$ cat config.mk
export PLATFORM = sky130hd
export DESIGN_NAME = stim_cap_seq
export DESIGN_NICKNAME = d
export VERILOG_FILES = /design/src/rtl/scs_pkg.sv /design/src/rtl/scs_timebase.sv /design/src/rtl/scs_player.sv /design/src/rtl/scs_burst.sv /design/src/rtl/stim_cap_seq.sv
export SDC_FILE = /design/constraint.sdc
export NUM_CORES = 1
export LEC_CHECK = 0
export ABC_AREA = 1
export BUFFER_PORTS_ARGS = -buffer_cell sky130_fd_sc_hd__buf_2
export CAP_MARGIN = 15
export CELL_PAD_IN_SITES_DETAIL_PLACEMENT = 1
export CELL_PAD_IN_SITES_GLOBAL_PLACEMENT = 1
export CORE_AREA = 10 10 283 285
export DETAILED_ROUTE_END_ITERATION = 6
export DIE_AREA = 0 0 293 295
export PLACE_DENSITY_LB_ADDON = 0.1
export SYNTH_ARGS = -nofsm -noshare
export SYNTH_HDL_FRONTEND = slang
export SYNTH_HIERARCHICAL = 1
export SYNTH_SLANG_ARGS = --single-unit
$ cat constraint.sdc
create_clock -name clk -period 4.2 [get_ports clk]
set_input_delay 0.42 -clock clk [delete_from_list [all_inputs] [get_ports clk]]
set_output_delay 0.42 -clock clk [all_outputs]
set_load 0.02 [all_outputs]
$ cat src/rtl/scs_pkg.sv
`timescale 1ns/1ps
package scs_pkg;
   typedef enum logic [1:0] {
      BST_IDLE  = 2'd0,
      BST_START = 2'd1,
      BST_WAIT  = 2'd2
   } burst_state_e;

   localparam int unsigned REG_CTRL     = 0;
   localparam int unsigned REG_PERIOD   = 1;
   localparam int unsigned REG_EDGE_A   = 2;
   localparam int unsigned REG_EDGE_B   = 3;
   localparam int unsigned REG_PAT_LAST = 4;
   localparam int unsigned REG_BURST    = 5;
   localparam int unsigned REG_STATUS   = 6;

   localparam int unsigned ST_TC_BIT    = 0;
   localparam int unsigned ST_OVR_BIT   = 1;
   localparam int unsigned ST_COUNT_LSB = 8;
endpackage

$ cat src/rtl/scs_timebase.sv
`timescale 1ns/1ps
module scs_timebase #(
   parameter int unsigned CNT_W = 16,
   parameter int unsigned N_CH  = 2
) (
   input  logic                   clk,
   input  logic                   rst_n,
   input  logic                   en,
   input  logic [CNT_W-1:0]       period,
   input  logic [N_CH*CNT_W-1:0]  edges,
   output logic [N_CH-1:0]        cmp,
   output logic [N_CH-1:0]        rise,
   output logic                   tc
);
   logic [CNT_W-1:0] cnt;
   logic [CNT_W-1:0] last;
   logic [N_CH-1:0]  prev;

   // a zero period acts as a one-cycle period
   assign last = (period == '0) ? '0 : period - 1'b1;
   assign tc   = en && (cnt >= last);

   always_ff @(posedge clk or negedge rst_n) begin
      if (!rst_n)          cnt <= '0;
      else if (!en)        cnt <= '0;
      else if (cnt >= last) cnt <= '0;
      else                 cnt <= cnt + 1'b1;
   end

   for (genvar c = 0; c < N_CH; c++) begin : g_ch
      logic [CNT_W-1:0] edge_v;
      assign edge_v  = edges[c*CNT_W +: CNT_W];
      assign cmp[c]  = en && (cnt < edge_v);
      assign rise[c] = cmp[c] && !prev[c];
      always_ff @(posedge clk or negedge rst_n) begin
         if (!rst_n) prev[c] <= 1'b0;
         else        prev[c] <= cmp[c];
      end
   end

   AST_CNT_WRAP: assert property (@(posedge clk) disable iff (!rst_n)
      (en && cnt >= last) |=> (cnt == '0)) else $error("count did not wrap");
   AST_CNT_STEP: assert property (@(posedge clk) disable iff (!rst_n)
      (en && cnt < last) |=> ((cnt == $past(cnt) + 1'b1) || (cnt == '0))) else $error("count skipped");
   AST_DIS_ZERO: assert property (@(posedge clk) disable iff (!rst_n)
      !en |=> (cnt == '0)) else $error("count not cleared while disabled");
   AST_TC_SINGLE: assert property (@(posedge clk) disable iff (!rst_n)
      (tc && last != '0 && $stable(period)) |=> !tc) else $error("terminal count longer than one cycle");
endmodule

$ cat src/rtl/scs_player.sv
`timescale 1ns/1ps
module scs_player #(
   parameter int unsigned DAC_W = 12,
   parameter int unsigned DEPTH = 16,
   parameter int unsigned AW    = $clog2(DEPTH)
) (
   input  logic             clk,
   input  logic             rst_n,
   input  logic             en,
   input  logic             step,
   input  logic [AW-1:0]    last,
   input  logic             mem_we,
   input  logic [AW-1:0]    mem_addr,
   input  logic [DAC_W-1:0] mem_wdata,
   output logic [DAC_W-1:0] dac_data,
   output logic             dac_load
);
   logic [DAC_W-1:0] words [DEPTH];
   logic [AW-1:0]    ptr;

   always_ff @(posedge clk or negedge rst_n) begin
      if (!rst_n) begin
         for (int w = 0; w < DEPTH; w++) words[w] <= '0;
      end else if (mem_we) begin
         words[mem_addr] <= mem_wdata;
      end
   end

   always_ff @(posedge clk or negedge rst_n) begin
      if (!rst_n) begin
         ptr      <= '0;
         dac_data <= '0;
         dac_load <= 1'b0;
      end else begin
         dac_load <= en && step;
         if (!en) begin
            ptr <= '0;
         end else if (step) begin
            dac_data <= words[ptr];
            ptr      <= (ptr >= last) ? '0 : ptr + 1'b1;
         end
      end
   end

   AST_PTR_WRAP: assert property (@(posedge clk) disable iff (!rst_n)
      (en && step && ptr >= last) |=> (ptr == '0)) else $error("pointer did not wrap");
   AST_PTR_ADV: assert property (@(posedge clk) disable iff (!rst_n)
      (en && step && ptr < last) |=> ((ptr == $past(ptr) + 1'b1) || (ptr == '0))) else $error("pointer skipped");
   AST_PTR_DIS: assert property (@(posedge clk) disable iff (!rst_n)
      !en |=> (ptr == '0)) else $error("pointer not cleared while disabled");
endmodule

$ cat src/rtl/scs_burst.sv
`timescale 1ns/1ps
module scs_burst
   import scs_pkg::*;
#(
   parameter int unsigned ADC_W   = 12,
   parameter int unsigned DEPTH   = 16,
   parameter int unsigned AW      = $clog2(DEPTH),
   parameter int unsigned BURST_W = 8
) (
   input  logic               clk,
   input  logic               rst_n,
   input  logic               en,
   input  logic               trig,
   input  logic [BURST_W-1:0] burst_len,
   input  logic               adc_done,
   input  logic [ADC_W-1:0]   adc_data,
   input  logic [AW-1:0]      rd_idx,
   output logic               adc_start,
   output logic [ADC_W-1:0]   rd_word,
   output logic [BURST_W-1:0] count,
   output logic               busy_hit
);
   burst_state_e       state;
   logic [BURST_W-1:0] remain;
   logic [AW-1:0]      widx;
   logic [ADC_W-1:0]   cap [DEPTH];
   logic               take;

   assign adc_start = (state == BST_START);
   assign take      = (state == BST_WAIT) && adc_done;
   assign busy_hit  = en && trig && (state != BST_IDLE);
   assign rd_word   = cap[rd_idx];

   always_ff @(posedge clk or negedge rst_n) begin
      if (!rst_n) begin
         state  <= BST_IDLE;
         remain <= '0;
         widx   <= '0;
         count  <= '0;
      end else if (!en) begin
         state <= BST_IDLE;
      end else begin
         case (state)
            BST_IDLE: begin
               if (trig && burst_len != '0) begin
                  state  <= BST_START;
                  remain <= burst_len;
                  widx   <= '0;
                  count  <= '0;
               end
            end
            BST_START: state <= BST_WAIT;
            BST_WAIT: begin
               if (adc_done) begin
                  widx   <= widx + 1'b1;
                  count  <= count + 1'b1;
                  remain <= remain - 1'b1;
                  state  <= (remain == BURST_W'(1)) ? BST_IDLE : BST_START;
               end
            end
            default: state <= BST_IDLE;
         endcase
      end
   end

   always_ff @(posedge clk or negedge rst_n) begin
      if (!rst_n) begin
         for (int k = 0; k < DEPTH; k++) cap[k] <= '0;
      end else if (en && take) begin
         cap[widx] <= adc_data;
      end
   end

   AST_START_PULSE: assert property (@(posedge clk) disable iff (!rst_n)
      adc_start |=> !adc_start) else $error("start wider than one cycle");
   AST_HOLD_FOR_DONE: assert property (@(posedge clk) disable iff (!rst_n)
      (state == BST_WAIT && !adc_done) |=> !adc_start) else $error("start issued before done");
   AST_BURST_END: assert property (@(posedge clk) disable iff (!rst_n)
      (take && remain == BURST_W'(1)) |=> (state == BST_IDLE)) else $error("burst ran past its size");
   AST_COUNT_STEP: assert property (@(posedge clk) disable iff (!rst_n)
      (en && take) |=> (count == $past(count) + 1'b1)) else $error("sample count not advanced");
endmodule

$ cat src/rtl/stim_cap_seq.sv
`timescale 1ns/1ps
module stim_cap_seq
   import scs_pkg::*;
#(
   parameter int unsigned CNT_W     = 16,
   parameter int unsigned DATA_W    = 16,
   parameter int unsigned ADDR_W    = 6,
   parameter int unsigned DAC_W     = 12,
   parameter int unsigned ADC_W     = 12,
   parameter int unsigned PAT_DEPTH = 16,
   parameter int unsigned CAP_DEPTH = 16,
   parameter int unsigned BURST_W   = 8
) (
   input  logic              clk,
   input  logic              rst_n,
   input  logic              reg_wr,
   input  logic [ADDR_W-1:0] reg_waddr,
   input  logic [DATA_W-1:0] reg_wdata,
   input  logic [ADDR_W-1:0] reg_raddr,
   output logic [DATA_W-1:0] reg_rdata,
   output logic              pwm_bias,
   output logic              pwm_sample,
   output logic [DAC_W-1:0]  dac_word,
   output logic              dac_load,
   input  logic              adc_done,
   input  logic [ADC_W-1:0]  adc_result,
   output logic              adc_start,
   output logic              irq
);
   localparam int unsigned PAT_AW = $clog2(PAT_DEPTH);
   localparam int unsigned CAP_AW = $clog2(CAP_DEPTH);
   localparam int unsigned WIN_W  = ADDR_W - 1;

   if (DAC_W > DATA_W || ADC_W > DATA_W || CNT_W > DATA_W) begin : g_bad_width
      $error("converter and counter widths must fit the data bus");
   end
   if (ST_COUNT_LSB + BURST_W > DATA_W) begin : g_bad_count
      $error("sample count field does not fit the status word");
   end
   if ((1 << PAT_AW) != PAT_DEPTH || (1 << CAP_AW) != CAP_DEPTH || PAT_DEPTH < 2 || CAP_DEPTH < 2) begin : g_bad_depth
      $error("memory depths must be powers of two of at least 2");
   end
   if (PAT_AW > WIN_W || CAP_AW > WIN_W || ADDR_W < 4) begin : g_bad_addr
      $error("address window too small for the memories");
   end

   logic               en;
   logic [CNT_W-1:0]   period, edge_a, edge_b;
   logic [PAT_AW-1:0]  pat_last;
   logic [BURST_W-1:0] burst_len;
   logic               tc_flag, ovr_flag;
   logic               win_w, win_r, reg_sel_w;
   logic               clr_tc, clr_ovr;
   logic [1:0]         cmp, rise;
   logic               tc, busy_hit;
   logic [ADC_W-1:0]   cap_word;
   logic [BURST_W-1:0] count;

   assign win_w     = reg_waddr[ADDR_W-1];
   assign win_r     = reg_raddr[ADDR_W-1];
   assign reg_sel_w = reg_wr && !win_w;
   assign clr_tc    = reg_sel_w && (reg_waddr == ADDR_W'(REG_STATUS)) && reg_wdata[ST_TC_BIT];
   assign clr_ovr   = reg_sel_w && (reg_waddr == ADDR_W'(REG_STATUS)) && reg_wdata[ST_OVR_BIT];

   always_ff @(posedge clk or negedge rst_n) begin
      if (!rst_n) begin
         en        <= 1'b0;
         period    <= '0;
         edge_a    <= '0;
         edge_b    <= '0;
         pat_last  <= '0;
         burst_len <= '0;
      end else if (reg_sel_w) begin
         if (reg_waddr == ADDR_W'(REG_CTRL))     en        <= reg_wdata[0];
         if (reg_waddr == ADDR_W'(REG_PERIOD))   period    <= reg_wdata[CNT_W-1:0];
         if (reg_waddr == ADDR_W'(REG_EDGE_A))   edge_a    <= reg_wdata[CNT_W-1:0];
         if (reg_waddr == ADDR_W'(REG_EDGE_B))   edge_b    <= reg_wdata[CNT_W-1:0];
         if (reg_waddr == ADDR_W'(REG_PAT_LAST)) pat_last  <= reg_wdata[PAT_AW-1:0];
         if (reg_waddr == ADDR_W'(REG_BURST))    burst_len <= reg_wdata[BURST_W-1:0];
      end
   end

   // sticky flags: a new event in the clearing cycle wins
   always_ff @(posedge clk or negedge rst_n) begin
      if (!rst_n) begin
         tc_flag  <= 1'b0;
         ovr_flag <= 1'b0;
      end else begin
         tc_flag  <= (tc_flag && !clr_tc) || tc;
         ovr_flag <= (ovr_flag && !clr_ovr) || busy_hit;
      end
   end

   always_comb begin
      reg_rdata = '0;
      if (win_r) begin
         reg_rdata[ADC_W-1:0] = cap_word;
      end else begin
         case (reg_raddr)
            ADDR_W'(REG_CTRL):     reg_rdata[0] = en;
            ADDR_W'(REG_PERIOD):   reg_rdata[CNT_W-1:0] = period;
            ADDR_W'(REG_EDGE_A):   reg_rdata[CNT_W-1:0] = edge_a;
            ADDR_W'(REG_EDGE_B):   reg_rdata[CNT_W-1:0] = edge_b;
            ADDR_W'(REG_PAT_LAST): reg_rdata[PAT_AW-1:0] = pat_last;
            ADDR_W'(REG_BURST):    reg_rdata[BURST_W-1:0] = burst_len;
            ADDR_W'(REG_STATUS): begin
               reg_rdata[ST_TC_BIT]  = tc_flag;
               reg_rdata[ST_OVR_BIT] = ovr_flag;
               reg_rdata[ST_COUNT_LSB +: BURST_W] = count;
            end
            default: reg_rdata = '0;
         endcase
      end
   end

   scs_timebase #(.CNT_W(CNT_W), .N_CH(2)) u_timebase (
      .clk    (clk),
      .rst_n  (rst_n),
      .en     (en),
      .period (period),
      .edges  ({edge_b, edge_a}),
      .cmp    (cmp),
      .rise   (rise),
      .tc     (tc)
   );

   scs_player #(.DAC_W(DAC_W), .DEPTH(PAT_DEPTH), .AW(PAT_AW)) u_player (
      .clk       (clk),
      .rst_n     (rst_n),
      .en        (en),
      .step      (rise[0]),
      .last      (pat_last),
      .mem_we    (reg_wr && win_w),
      .mem_addr  (reg_waddr[PAT_AW-1:0]),
      .mem_wdata (reg_wdata[DAC_W-1:0]),
      .dac_data  (dac_word),
      .dac_load  (dac_load)
   );

   scs_burst #(.ADC_W(ADC_W), .DEPTH(CAP_DEPTH), .AW(CAP_AW), .BURST_W(BURST_W)) u_burst (
      .clk       (clk),
      .rst_n     (rst_n),
      .en        (en),
      .trig      (rise[1]),
      .burst_len (burst_len),
      .adc_done  (adc_done),
      .adc_data  (adc_result),
      .rd_idx    (reg_raddr[CAP_AW-1:0]),
      .adc_start (adc_start),
      .rd_word   (cap_word),
      .count     (count),
      .busy_hit  (busy_hit)
   );

   assign pwm_bias   = cmp[0];
   assign pwm_sample = cmp[1];
   assign irq        = tc;

   AST_TC_STICKY: assert property (@(posedge clk) disable iff (!rst_n)
      irq |=> tc_flag) else $error("interrupt flag not set");
   AST_OVR_STICKY: assert property (@(posedge clk) disable iff (!rst_n)
      busy_hit |=> ovr_flag) else $error("overrun flag not set");
   AST_OVR_HOLD: assert property (@(posedge clk) disable iff (!rst_n)
      (ovr_flag && !clr_ovr) |=> ovr_flag) else $error("overrun flag lost");
   AST_IDLE_QUIET: assert property (@(posedge clk) disable iff (!rst_n)
      (!en && !$past(en)) |-> (!adc_start && !irq && !pwm_bias && !pwm_sample)) else $error("activity while disabled");
endmodule

==> flow_metrics.tcl <==
set metrics [dict create \
    grt_antenna_before_repair 2 \
    global_route_wire_length_before_repair_mm 139.3 \
    area.growth.synth_to_final_pct 11.93 \
    synth-simple-area-share_pct 25.52 \
    total_negative_slack_ps 0 \
    number_of_cells_after_detailed_placement 4189 \
    num_rows 100 \
    hold_path_class "in2reg" \
    clk_path_buf_depth 3 \
    final.period_utilization_pct 90.28 \
    worst-endpoint-arrival_ps 3370 \
    synth_largest_type_area_fraction_pct 48.98 \
    grt_start_max_net_pins 103 \
    groute.usage.overall_pct 20.41 \
    power_mw 12.69 \
    drt_first_iter_violations 1300 \
    max_cap_violations 0 \
    setup_viol_count_final 0 \
    via_count 22170 \
    timing.setup.critical_path_class "reg2out" \
    maxSlewHeadroom_pct 19.12 \
    cts_post_setup_buffers_inserted 0 \
    timing.reg2reg.setup_slack_ps 1250 \
    synth_compound_gate_area_share_pct 13.78 \
    cp_cell_sequence "inv_1 -> ha_1 -> inv_1 -> nor2_1 -> nand2_1 -> nor3_1 -> o211ai_1 -> ha_1 -> nand2_1 -> nor4_1 -> nand2_1 -> a21oi_1 -> buf_2" \
    multiplexer_share_of_the_synthesized_area_pct 0 \
    cts_htree_levels 2 \
    num-nets-final 3389 \
    post-synth-top-count-cell "sky130_fd_sc_hd__nand2_1" \
    outcome "completed" \
    synth.avg_cell_area_um2 7.805 \
    multi_input_comb_area_um2 11040 \
    register_area_um2 12620 \
    route.detailed.vias_per_inst 5.157 \
    yosys.area.top_type "sky130_fd_sc_hd__dfrtp_1" \
    gp_congestion 0.8590 \
    worst_clock_skew_ps 11.48 \
    numPortBuffers 76 \
    globalRouteOverflowTotal 0 \
    yosysSeqAreaShare_pct 48.98 \
    post_synth_most_frequent_cells "sky130_fd_sc_hd__nand2_1, sky130_fd_sc_hd__dfrtp_1, sky130_fd_sc_hd__o21ai_0, sky130_fd_sc_hd__inv_1, sky130_fd_sc_hd__nand3_1" \
    drt_drc_violations_left 0 \
    number_of_global_route_vias_before_repair 23410 \
    drt_wl_total_mm 87.53 \
    leakagePower_nw 14.02 \
    synth_async_sr_flop_share_pct 100.0 \
    synth.cell_area_um2 25750 \
    synth_adder_area_share_pct 2.964 \
    critical_path.max_fanout 5 \
    cts.repair.resized 0 \
    power.ir.vdd_worst_uv 285.6 \
    cts_tree "yes" \
    crit_path_end_kind "output pin" \
    finalInstanceArea_um2 28820 \
    synth.distinct_cells 45 \
    cts_root_buffer "sky130_fd_sc_hd__clkbuf_16" \
    pin_count 77 \
    setup_slack_ps 408.1 \
    die_height_um 295 \
    rsz0062_at_grt "false" \
    final_max_slew_viol_count 0 \
    yosys_most_used_dff "sky130_fd_sc_hd__dfrtp_1" \
    number_of_antenna_violating_nets_in_the_routed_design 0 \
    start_kind "flip-flop" \
    place_worst_setup_slack_ps 1080 \
    yosysWarningCount 6 \
    postSynthNetCount 3404 \
    initial_core_utilization_pct 34.70 \
    finalHoldViolCount 0 \
    worst-endpoint-required_ps 3780 \
    cts_inserted_buffers 60 \
    wl_per_cell_um 20.36 \
    synth_top_family_by_area "simple AND/OR/NAND/NOR gates" \
    filler_cell_count 8971 \
    power.density_nw_per_um2 440.5 \
    drive_above_1_share_pct 8.351 \
    post_layout_nonfiller_instances 4299 \
    critPathSlowestCell "sky130_fd_sc_hd__dfrtp_1" \
    firstDrtPassIters 5 \
    tightestPinTransition_ps 1212 \
    clock_sinks 504 \
    post_synthesis_instance_total 3299 \
    die-area_um2 86440 \
    dieWidth_um 293 \
    core-area_um2 74200 \
    final.min_clock_period_ps 3792 \
    worstSkewPairLatency_ps 630 \
    critical_path.max_stage_delay_ps 440 \
    synth_enable_flop_cells 0 \
    post_dp_cell_area_um2 26760 \
    clkTransAtPathRegs_ps 60 \
    ys_top_cells_by_area "sky130_fd_sc_hd__dfrtp_1, sky130_fd_sc_hd__nand2_1, sky130_fd_sc_hd__o21ai_0, sky130_fd_sc_hd__inv_1, sky130_fd_sc_hd__nand3_1" \
    fmax_ghz 0.2637 \
    post_synth_xor_area_fraction_pct 0.6123 \
    number_of_synthesized_register_bits 504 \
    critPathMostFrequentCell "sky130_fd_sc_hd__nand2_1" \
    detailedPlacementHpwl_mm 58.55 \
]
-- power breakdown --
group          switching (mW)  internal, mW
clock network            2.15          3.22
logic                    1.12         0.567
registers               0.320          5.33
-- worst max-delay path: cells and delay by family (launching register included) --
kind	cells	cell delay, ps
AO/OA/AOI/OAI	2	410
adder cells (fa/ha/maj)	2	490
buffers and inverters	3	470
flip-flops	1	440
AND/OR/NAND/NOR	6	960
-- registers in the layout, indices dropped and copies added (netlist names), 4 cells and up --
| name | flops |
|---|---|
| u_player/dac_data | 12 |
| edge_a | 16 |
| u_burst/widx | 4 |
| u_burst/cap | 192 |
| edge_b | 16 |
| period | 16 |
| u_player/words | 192 |
| u_burst/count | 8 |
| u_timebase/cnt | 16 |
| u_player/ptr | 4 |
| burst_len | 8 |
| pat_last | 4 |
| u_burst/remain | 8 |
-- metal layers --
layer,GRT usage (%),vias to the layer above,share of wire [%]
met5,0,-,0
met4,5.507,0,2.5
met3,2.303,117,3.4
met2,33.34,356,46
met1,28.37,11110,48
li1,-,10580,-
-- kinds of logic (layout without fill, tap and decap cells) --
kind of cell,Yosys count,in the layout
xor gates and xnor gates,18,18
AOI/OAI and AO/OA,672,672
and+or+nand+nor,1551,1551
DFF,504,504
adders and majority gates,61,61
buffers and inverters,493,523
other,0,1
-- what timing repair did --
action                     4_1_cts  5_1_grt
hold buffers                     1        0
hold endpoints to repair        93        0
setup endpoints to repair        0        0
-- metrics by stage --
stage                     hold slack (ps)  utilization, %
after floorplan                     124.4               -
after global placement              461.7           36.07
after detailed placement            469.8           36.07
after CTS                           16.72           38.80
after global routing                64.34           38.84
final                               55.06           38.84
-- path summary, 6_finish.rpt --
kind | startpoint | endpoint | cells after the start
max reg2reg | u_timebase/cnt[11] | u_burst/count[2] | 13
min in group asynchronous | rst_n | u_burst/remain[5] | 2
max | period[0] | irq | 13
max in group asynchronous | rst_n | u_player/words[56] | 3
min reg2reg | u_player/dac_data[9] | u_player/dac_data[9] | 2
min | reg_wdata[12] | edge_a[12] | 3
-- cell type report --
type / instances / share of cell area [%]
inverters: 308 / 4.016
diodes: 1 / 0.008683
multi-input cells: 2302 / 38.31
flip-flops and latches: 504 / 43.78
clock buffers: 88 / 6.169
repair buffers: 108 / 2.687
clock inverters: 19 / 0.8249
well taps: 969 / 4.207
-- cells in the final DEF (no fill, tap or decap), types with 50 or more instances in the layout --
| master | synthesis | layout |
|---|---|---|
| sky130_fd_sc_hd__a21oi_1 | 151 | 151 |
| sky130_fd_sc_hd__dfrtp_1 | 504 | 503 |
| sky130_fd_sc_hd__nand2_1 | 1045 | 1045 |
| sky130_fd_sc_hd__nor2_1 | 183 | 183 |
| sky130_fd_sc_hd__inv_1 | 303 | 303 |
| sky130_fd_sc_hd__buf_2 | 54 | 73 |
| sky130_fd_sc_hd__o211ai_1 | 50 | 50 |
| sky130_fd_sc_hd__ha_1 | 61 | 61 |
| sky130_fd_sc_hd__o21ai_1 | 128 | 128 |
| sky130_fd_sc_hd__clkbuf_16 | 0 | 61 |
| sky130_fd_sc_hd__o21ai_0 | 323 | 323 |
| sky130_fd_sc_hd__nand3_1 | 220 | 220 |
Note: power is estimated with default switching activity, not from simulation.
